==> src/rtl/seq_code_pkg.sv <==
package seq_code_pkg;

   localparam int CODE_BITS = 4;
   localparam int LOOP_LEN  = 6;

   typedef logic [CODE_BITS-1:0] code_t;

   localparam code_t START_CODE = 4'b1101;

   // successor inside the loop; every code outside it maps to the start
   function automatic code_t loop_succ(input code_t cur);
      code_t nx;
      case (cur)
         4'b1101: nx = 4'b1011;
         4'b1011: nx = 4'b0111;
         4'b0111: nx = 4'b0101;
         4'b0101: nx = 4'b0011;
         4'b0011: nx = 4'b0010;
         4'b0010: nx = START_CODE;
         default: nx = START_CODE;
      endcase
      return nx;
   endfunction

   function automatic logic in_loop(input code_t cur);
      logic hit;
      case (cur)
         4'b1101, 4'b1011, 4'b0111,
         4'b0101, 4'b0011, 4'b0010: hit = 1'b1;
         default:                   hit = 1'b0;
      endcase
      return hit;
   endfunction

endpackage

==> src/rtl/seq_bit_next.sv <==
module seq_bit_next
   import seq_code_pkg::*;
#(
   parameter int BIT_IDX = 0
) (
   input  code_t cur_state,
   input  logic  rst,
   output logic  nxt_bit
);

   initial begin
      assert (BIT_IDX >= 0 && BIT_IDX < CODE_BITS)
         else $error("seq_bit_next: BIT_IDX out of range");
   end

   code_t succ;

   always_comb begin
      succ    = loop_succ(cur_state);
      nxt_bit = rst ? START_CODE[BIT_IDX] : succ[BIT_IDX];
   end

endmodule

==> src/rtl/seq_start_dec.sv <==
module seq_start_dec
   import seq_code_pkg::*;
#(
   parameter code_t MARK_CODE = START_CODE
) (
   input  code_t code_in,
   output logic  mark_o
);

   always_comb mark_o = (code_in == MARK_CODE);

endmodule

==> src/rtl/seq_code_gen.sv <==
module seq_code_gen
   import seq_code_pkg::*;
#(
   parameter int WIDTH      = 4,
   parameter bit USE_ENABLE = 1'b1
) (
   input  logic             clk,
   input  logic             rst,
   input  logic             adv_en,
   output logic [WIDTH-1:0] code_o,
   output logic             cycle_start_o
);

   initial begin
      assert (WIDTH == CODE_BITS)
         else $error("seq_code_gen: WIDTH must equal the code width");
      assert (LOOP_LEN == 6)
         else $error("seq_code_gen: loop length mismatch");
   end

   code_t state_q;
   code_t state_d;
   logic  adv;

   generate
      if (USE_ENABLE) begin : g_gated
         assign adv = adv_en;
      end else begin : g_free
         logic unused_en;
         assign unused_en = adv_en;
         assign adv = 1'b1;
      end
   endgenerate

   // one next-state equation per flip-flop
   genvar gi;
   generate
      for (gi = 0; gi < WIDTH; gi++) begin : g_bit
         seq_bit_next #(.BIT_IDX(gi)) u_nx (
            .cur_state(state_q),
            .rst      (rst),
            .nxt_bit  (state_d[gi])
         );
      end
   endgenerate

   always_ff @(posedge clk) begin
      if (rst || adv) state_q <= state_d;
   end

   seq_start_dec u_mark (
      .code_in(state_q),
      .mark_o (cycle_start_o)
   );

   assign code_o = state_q;

   // ---------------- assertions ----------------
   logic seen_edge = 1'b0;
   logic rst_d     = 1'b0;
   always_ff @(posedge clk) begin
      seen_edge <= 1'b1;
      rst_d     <= rst;
   end

   assert_reset_start_R1: assert property (@(posedge clk)
      (seen_edge && rst_d) |-> (code_o == START_CODE));

   assert_loop_moves_R2: assert property (@(posedge clk) disable iff (rst)
      (adv && in_loop(state_q)) |=> (code_o != $past(code_o)));

   assert_wrap_R3: assert property (@(posedge clk) disable iff (rst)
      (adv && code_o == 4'b0010) |=> (code_o == 4'b1101));

   assert_recover_R4: assert property (@(posedge clk) disable iff (rst)
      (adv && !in_loop(state_q)) |=> (code_o == START_CODE));

   assert_hold_R5: assert property (@(posedge clk) disable iff (rst)
      (!adv) |=> $stable(code_o));

   assert_flag_after_wrap_R7: assert property (@(posedge clk) disable iff (rst)
      (adv && code_o == 4'b0010) |=> cycle_start_o);

endmodule

==> config.mk <==
export PLATFORM = sky130hd
export DESIGN_NAME = seq_code_gen
export DESIGN_NICKNAME = d
export VERILOG_FILES = /design/src/rtl/seq_code_pkg.sv /design/src/rtl/seq_bit_next.sv /design/src/rtl/seq_start_dec.sv /design/src/rtl/seq_code_gen.sv
export SDC_FILE = /design/constraint.sdc
export NUM_CORES = 1
export LEC_CHECK = 0
export CAP_MARGIN = 5
export CORE_AREA = 5 5 42 44
export CTS_BUF_LIST = sky130_fd_sc_hd__clkbuf_4 sky130_fd_sc_hd__clkbuf_8
export DETAILED_ROUTE_END_ITERATION = 8
export DIE_AREA = 0 0 47 49
export PLACE_DENSITY_LB_ADDON = 0.08
export SLEW_MARGIN = 20
export SYNTH_ARGS = -nofsm -noshare
export SYNTH_HDL_FRONTEND = slang
export SYNTH_SLANG_ARGS = --single-unit
==> constraint.sdc <==
create_clock -name clk -period 1 [get_ports clk]
set_input_delay 0.3 -clock clk [delete_from_list [all_inputs] [get_ports clk]]
set_output_delay 0.3 -clock clk [all_outputs]
set_load 0.02 [all_outputs]
Yosys cells after proc, flatten, opt, wreduce, memory -nomap -nowiden --
Index checks and enable logic that the tools add are counted.
Operators by class: add/subtract/negate cells 0, multiply operators 0, divide/modulo/power cells 0, order comparisons 0, equal/unequal tests 5, shifts and indexed selects 0, multiplexer cells 1, bitwise logic cells 0, reduce and logical (&&, ||, !) cells 1
Operators by type and width (count):
- $pmux W4 S5 | 1
- $eq A4 B3 Y1 const B | 2
- $eq A4 B4 Y1 const B | 2
- $eq A4 B2 Y1 const B | 1
- $logic_or A1 B1 Y1 | 1
Word-level totals: bits in registers 4, bits in latches 0, memory bits (writable) 0, ROM bits 0, bits of input ports 3, memories 0

Longest topological paths before layout --
word-level depth 2, depth in mapped cells 2

Cells and area by module --
A second synthesis with hierarchy kept.
Second synthesis, totals: cell total of the unflattened synthesis 17, area, all modules 215.2 um^2
By module, submodules not included:
- seq_code_gen | instances 1, cells an instance 5, area each 126.4 um^2
- seq_bit_next (g_bit[2].u_nx) | instances 1, cells an instance 4, area each 30.0 um^2
- seq_bit_next (g_bit[1].u_nx) | instances 1, cells an instance 2, area each 21.3 um^2
- seq_bit_next (g_bit[3].u_nx) | instances 1, cells an instance 3, area each 16.3 um^2
- seq_bit_next (g_bit[0].u_nx) | instances 1, cells an instance 2, area each 11.3 um^2
- seq_start_dec | instances 1, cells an instance 1, area each 10.0 um^2

Worst setup path after synthesis --
Ideal clock, no wire load.
kind register -> output, start point reg state_q[2] (netlist: code_o[2]), end point out cycle_start_o, arrival 0.969 ns, required time 0.700 ns, setup slack -0.269 ns, stages on the path, launching flop included 3, cell sequence edfxtp_1 nor2b_4 and3_1
Between the ends: cells in the longest elaborated chain, start to end 1
Ends and longest elaborated chain:
- from (decl) | RTL line seq_code_gen.sv:21 | code_t state_q;
- from (signal assigned) | RTL line seq_code_gen.sv:48 | if (rst || adv) state_q <= state_d;
- $eq A4 B4 Y1 | RTL line seq_start_dec.sv:10 | always_comb mark_o = (code_in == MARK_CODE);
- to (decl) | RTL line seq_code_gen.sv:11 | output logic cycle_start_o
No other way between the ends.

Worst setup path after layout --
start point reg state_q[1] (netlist: code_o[1]), end point out cycle_start_o
Same word-level chain as after synthesis.

==> impl_metrics.py <==
metrics = {
    "run_status": {
        "status": "finished with violations",
        "violations": "negative setup slack",
    },
    "global_route": {
        "grtUsageTotal_pct": 6.29,
        "antenna_found_initial": 0,
        "grt_pass1_wl_um": 890,
        "overflow": 0,
        "grt_max_degree": 5,
        "grt_pass1_vias": 212,
    },
    "pwr": {
        "p_sw_share_pct": 24.5,
        "clkPwrFrac_pct": 34.2,
        "p_comb_share_pct": 30.6,
        "peakVddDrop_uv": 423,
        "leakage_nw": 0.175,
        "seqPwrFrac_pct": 35.2,
        "power.density_mw_per_mm2": 1410,
        "p_total_mw": 0.591,
        "internal-power_mw": 0.446,
        "switching_power_mw": 0.145,
    },
    "flow_run": {
        "cap_violations": 0,
    },
    "synthesis": {
        "synthCells": 15,
        "ys_types": 9,
        "ys.warnings.count": 0,
        "synth.ff_latch_count": 4,
        "syn_nets": 18,
        "seq_area_frac_synth_pct": 60.4,
        "syn-cell-area_um2": 199,
        "synth_area_per_cell_um2": 13.3,
    },
    "timing": {
        "period_minus_slack_ns": 1.37,
        "fin_ws_ns": -0.368,
        "drv_slew": 0,
        "hold_viol_final": 0,
        "fin_crit_sh_pct": 137,
        "timing.fmax_mhz": 731,
        "slew_headroom_pct": 81.5,
        "whs_ns": 0.544,
        "worst_pin_slew_ns": 0.276,
        "rsz0062_at_grt": "true",
        "setup_viol": 9,
        "skew_ns": 0.00494,
    },
    "route": {
        "drtAntennaViolNets": 0,
        "routedWlPerCell_um": 11.1,
        "dr.pass1.iters": 2,
        "drcViolationCount": 0,
        "vias": 190,
        "vias_per_cell": 3.88,
        "wl_um": 545,
        "drt_iter0_drc": 1,
    },
    "finish": {
        "diodes": 0,
        "final_util_pct": 30.0,
        "largest_reg_flops": 4,
        "area_growth_pct": 111,
        "drive_above_1_share_pct": 66.7,
        "final_cells": 49,
        "nets": 38,
    },
    "floorplanning": {
        "die_w_um": 47,
        "start_util_pct": 14.2,
        "design.portCount": 8,
        "die_area_mm2": 0.00230,
        "coreArea_mm2": 0.00140,
        "rows": 14,
        "die_h_um": 49,
    },
    "placed_design": {
        "routabilityCongestion": 0.666,
        "post-place-cells": 43,
        "pre_cts_ws_ns": -0.617,
        "io_buffer_count": 7,
    },
    "clocking": {
        "insertion_delay_ns": 0.24,
        "clock_sinks": 4,
        "root_buffer": "clkbuf_4",
        "cts_buffers": 3,
        "h-tree-depth": 1,
        "cts_buffer_depth": 2,
        "clkSlewWorstSetupHoldPaths_ns": 0.04,
        "cts_tree": "yes",
    },
    "worst_setup_path": {
        "crit_path_start_kind": "flop",
        "crit_required_ns": 0.70,
        "endpoint_kind": "output pin",
        "critical_path.max_fanout": 2,
        "critPathArrivalTime_ns": 1.07,
        "reg2reg_slack_ns": -0.32,
        "r2r_cells": 5,
        "reg2reg_to": "code_o[1]$_SDFFCE_PP0P_",
        "timing.rr.start": "code_o[1]$_SDFFCE_PP0P_",
        "path_class": "flop to output pin",
    },
    "worst_hold_path": {
        "worstHoldPathCells": 3,
        "hold_path_class": "input pin to flop",
        "min_to": "code_o[0]$_SDFFCE_PP1P_",
        "min_from": "rst",
    },
}
-- power groups by stage --
stage,Sequential [mW],Clock (mW),Combinational [mW]
after global routing,0.209,0.215,0.192
after detailed placement,0.210,0,0.132
final,0.208,0.202,0.181
after CTS,0.208,0.206,0.179
after floorplan,0.227,0,0.0461
after global placement,0.209,0,0.133
-- layout by cell type, fill, tap and decap left out --
cell	count
buf_6	10
edfxtp_1	4
clkbuf_4	3
buf_4	3
nor2b_4	2
nor2b_1	2
and3_4	1
or2_4	1
nor3b_4	1
o21ai_1	1
o21ai_2	1
o21a_1	1
nand2_1	1
clkdlybuf4s50_1	1
dlygate4sd2_1	1
-- routing by layer --
metal | track usage (%) | vias up | share of wire (%)
li1 | - | 90 | -
met1 | 4.68 | 89 | 31
met2 | 9.28 | 7 | 55
met3 | 2.21 | 4 | 7.3
met4 | 9.68 | 0 | 5.7
met5 | 0 | - | 0
-- area by class of cell --
| type | count | area (um2) |
|---|---|---|
| clock buffer | 3 | 22.5 |
| fill | 159 | 981 |
| multi-input combinational | 11 | 104 |
| sequential | 4 | 120 |
| tap | 16 | 20.0 |
| timing repair buffer | 15 | 154 |
-- worst max-delay path by stage --
| stage | depth (start not counted) | startpoint | end | slack [ns] |
|---|---|---|---|---|
| global placement | 3 | code_o[1]$_SDFFCE_PP0P_ | cycle_start_o | -0.61 |
| detailed placement | 3 | code_o[1]$_SDFFCE_PP0P_ | cycle_start_o | -0.62 |
| global route | 3 | code_o[1]$_SDFFCE_PP0P_ | cycle_start_o | -0.41 |
| CTS | 3 | code_o[1]$_SDFFCE_PP0P_ | cycle_start_o | -0.38 |
| floorplan | 2 | code_o[2]$_SDFFCE_PP1P_ | cycle_start_o | -0.22 |
| finish | 3 | code_o[1]$_SDFFCE_PP0P_ | cycle_start_o | -0.37 |
-- Yosys cell counts --
master    number  area, um2
nor2b_4        1       13.8
o21a_1         1       7.51
and3_1         1       6.26
o21ai_1        2       10.0
edfxtp_1       4        120
nor3b_2        1       12.5
or2_2          1       6.26
nand2_1        1       3.75
nor2b_1        3       18.8
-- critical path, stage by stage, from the launching register on --
cell      delay [ns]
edfxtp_1        0.42
nor2b_4         0.13
and3_4          0.17
buf_6           0.11
-- per-stage QoR --
stage               area, um2  setup TNS [ns]
floorplan                 204          -0.500
global placement          332           -4.61
detailed placement        332           -4.50
CTS                       413           -2.29
global route              420           -2.58
finish                    420           -2.21
-- what timing repair did --
action,4_1_cts,5_1_grt
cloned,0,0
hold buffers,0,0
pin swaps,4,0
endpoints found under the setup margin,13,9
buffers inserted,3,1
gates resized for setup,39,3
-- cells by family after synthesis --
| kind of cell | Yosys count | synth area share (%) |
|---|---|---|
| AND/OR/NAND/NOR | 8 | 30.8 |
| flip-flops | 4 | 60.4 |
| AO/OA/AOI/OAI | 3 | 8.81 |
No activity file was read; power rests on OpenSTA's default activity.
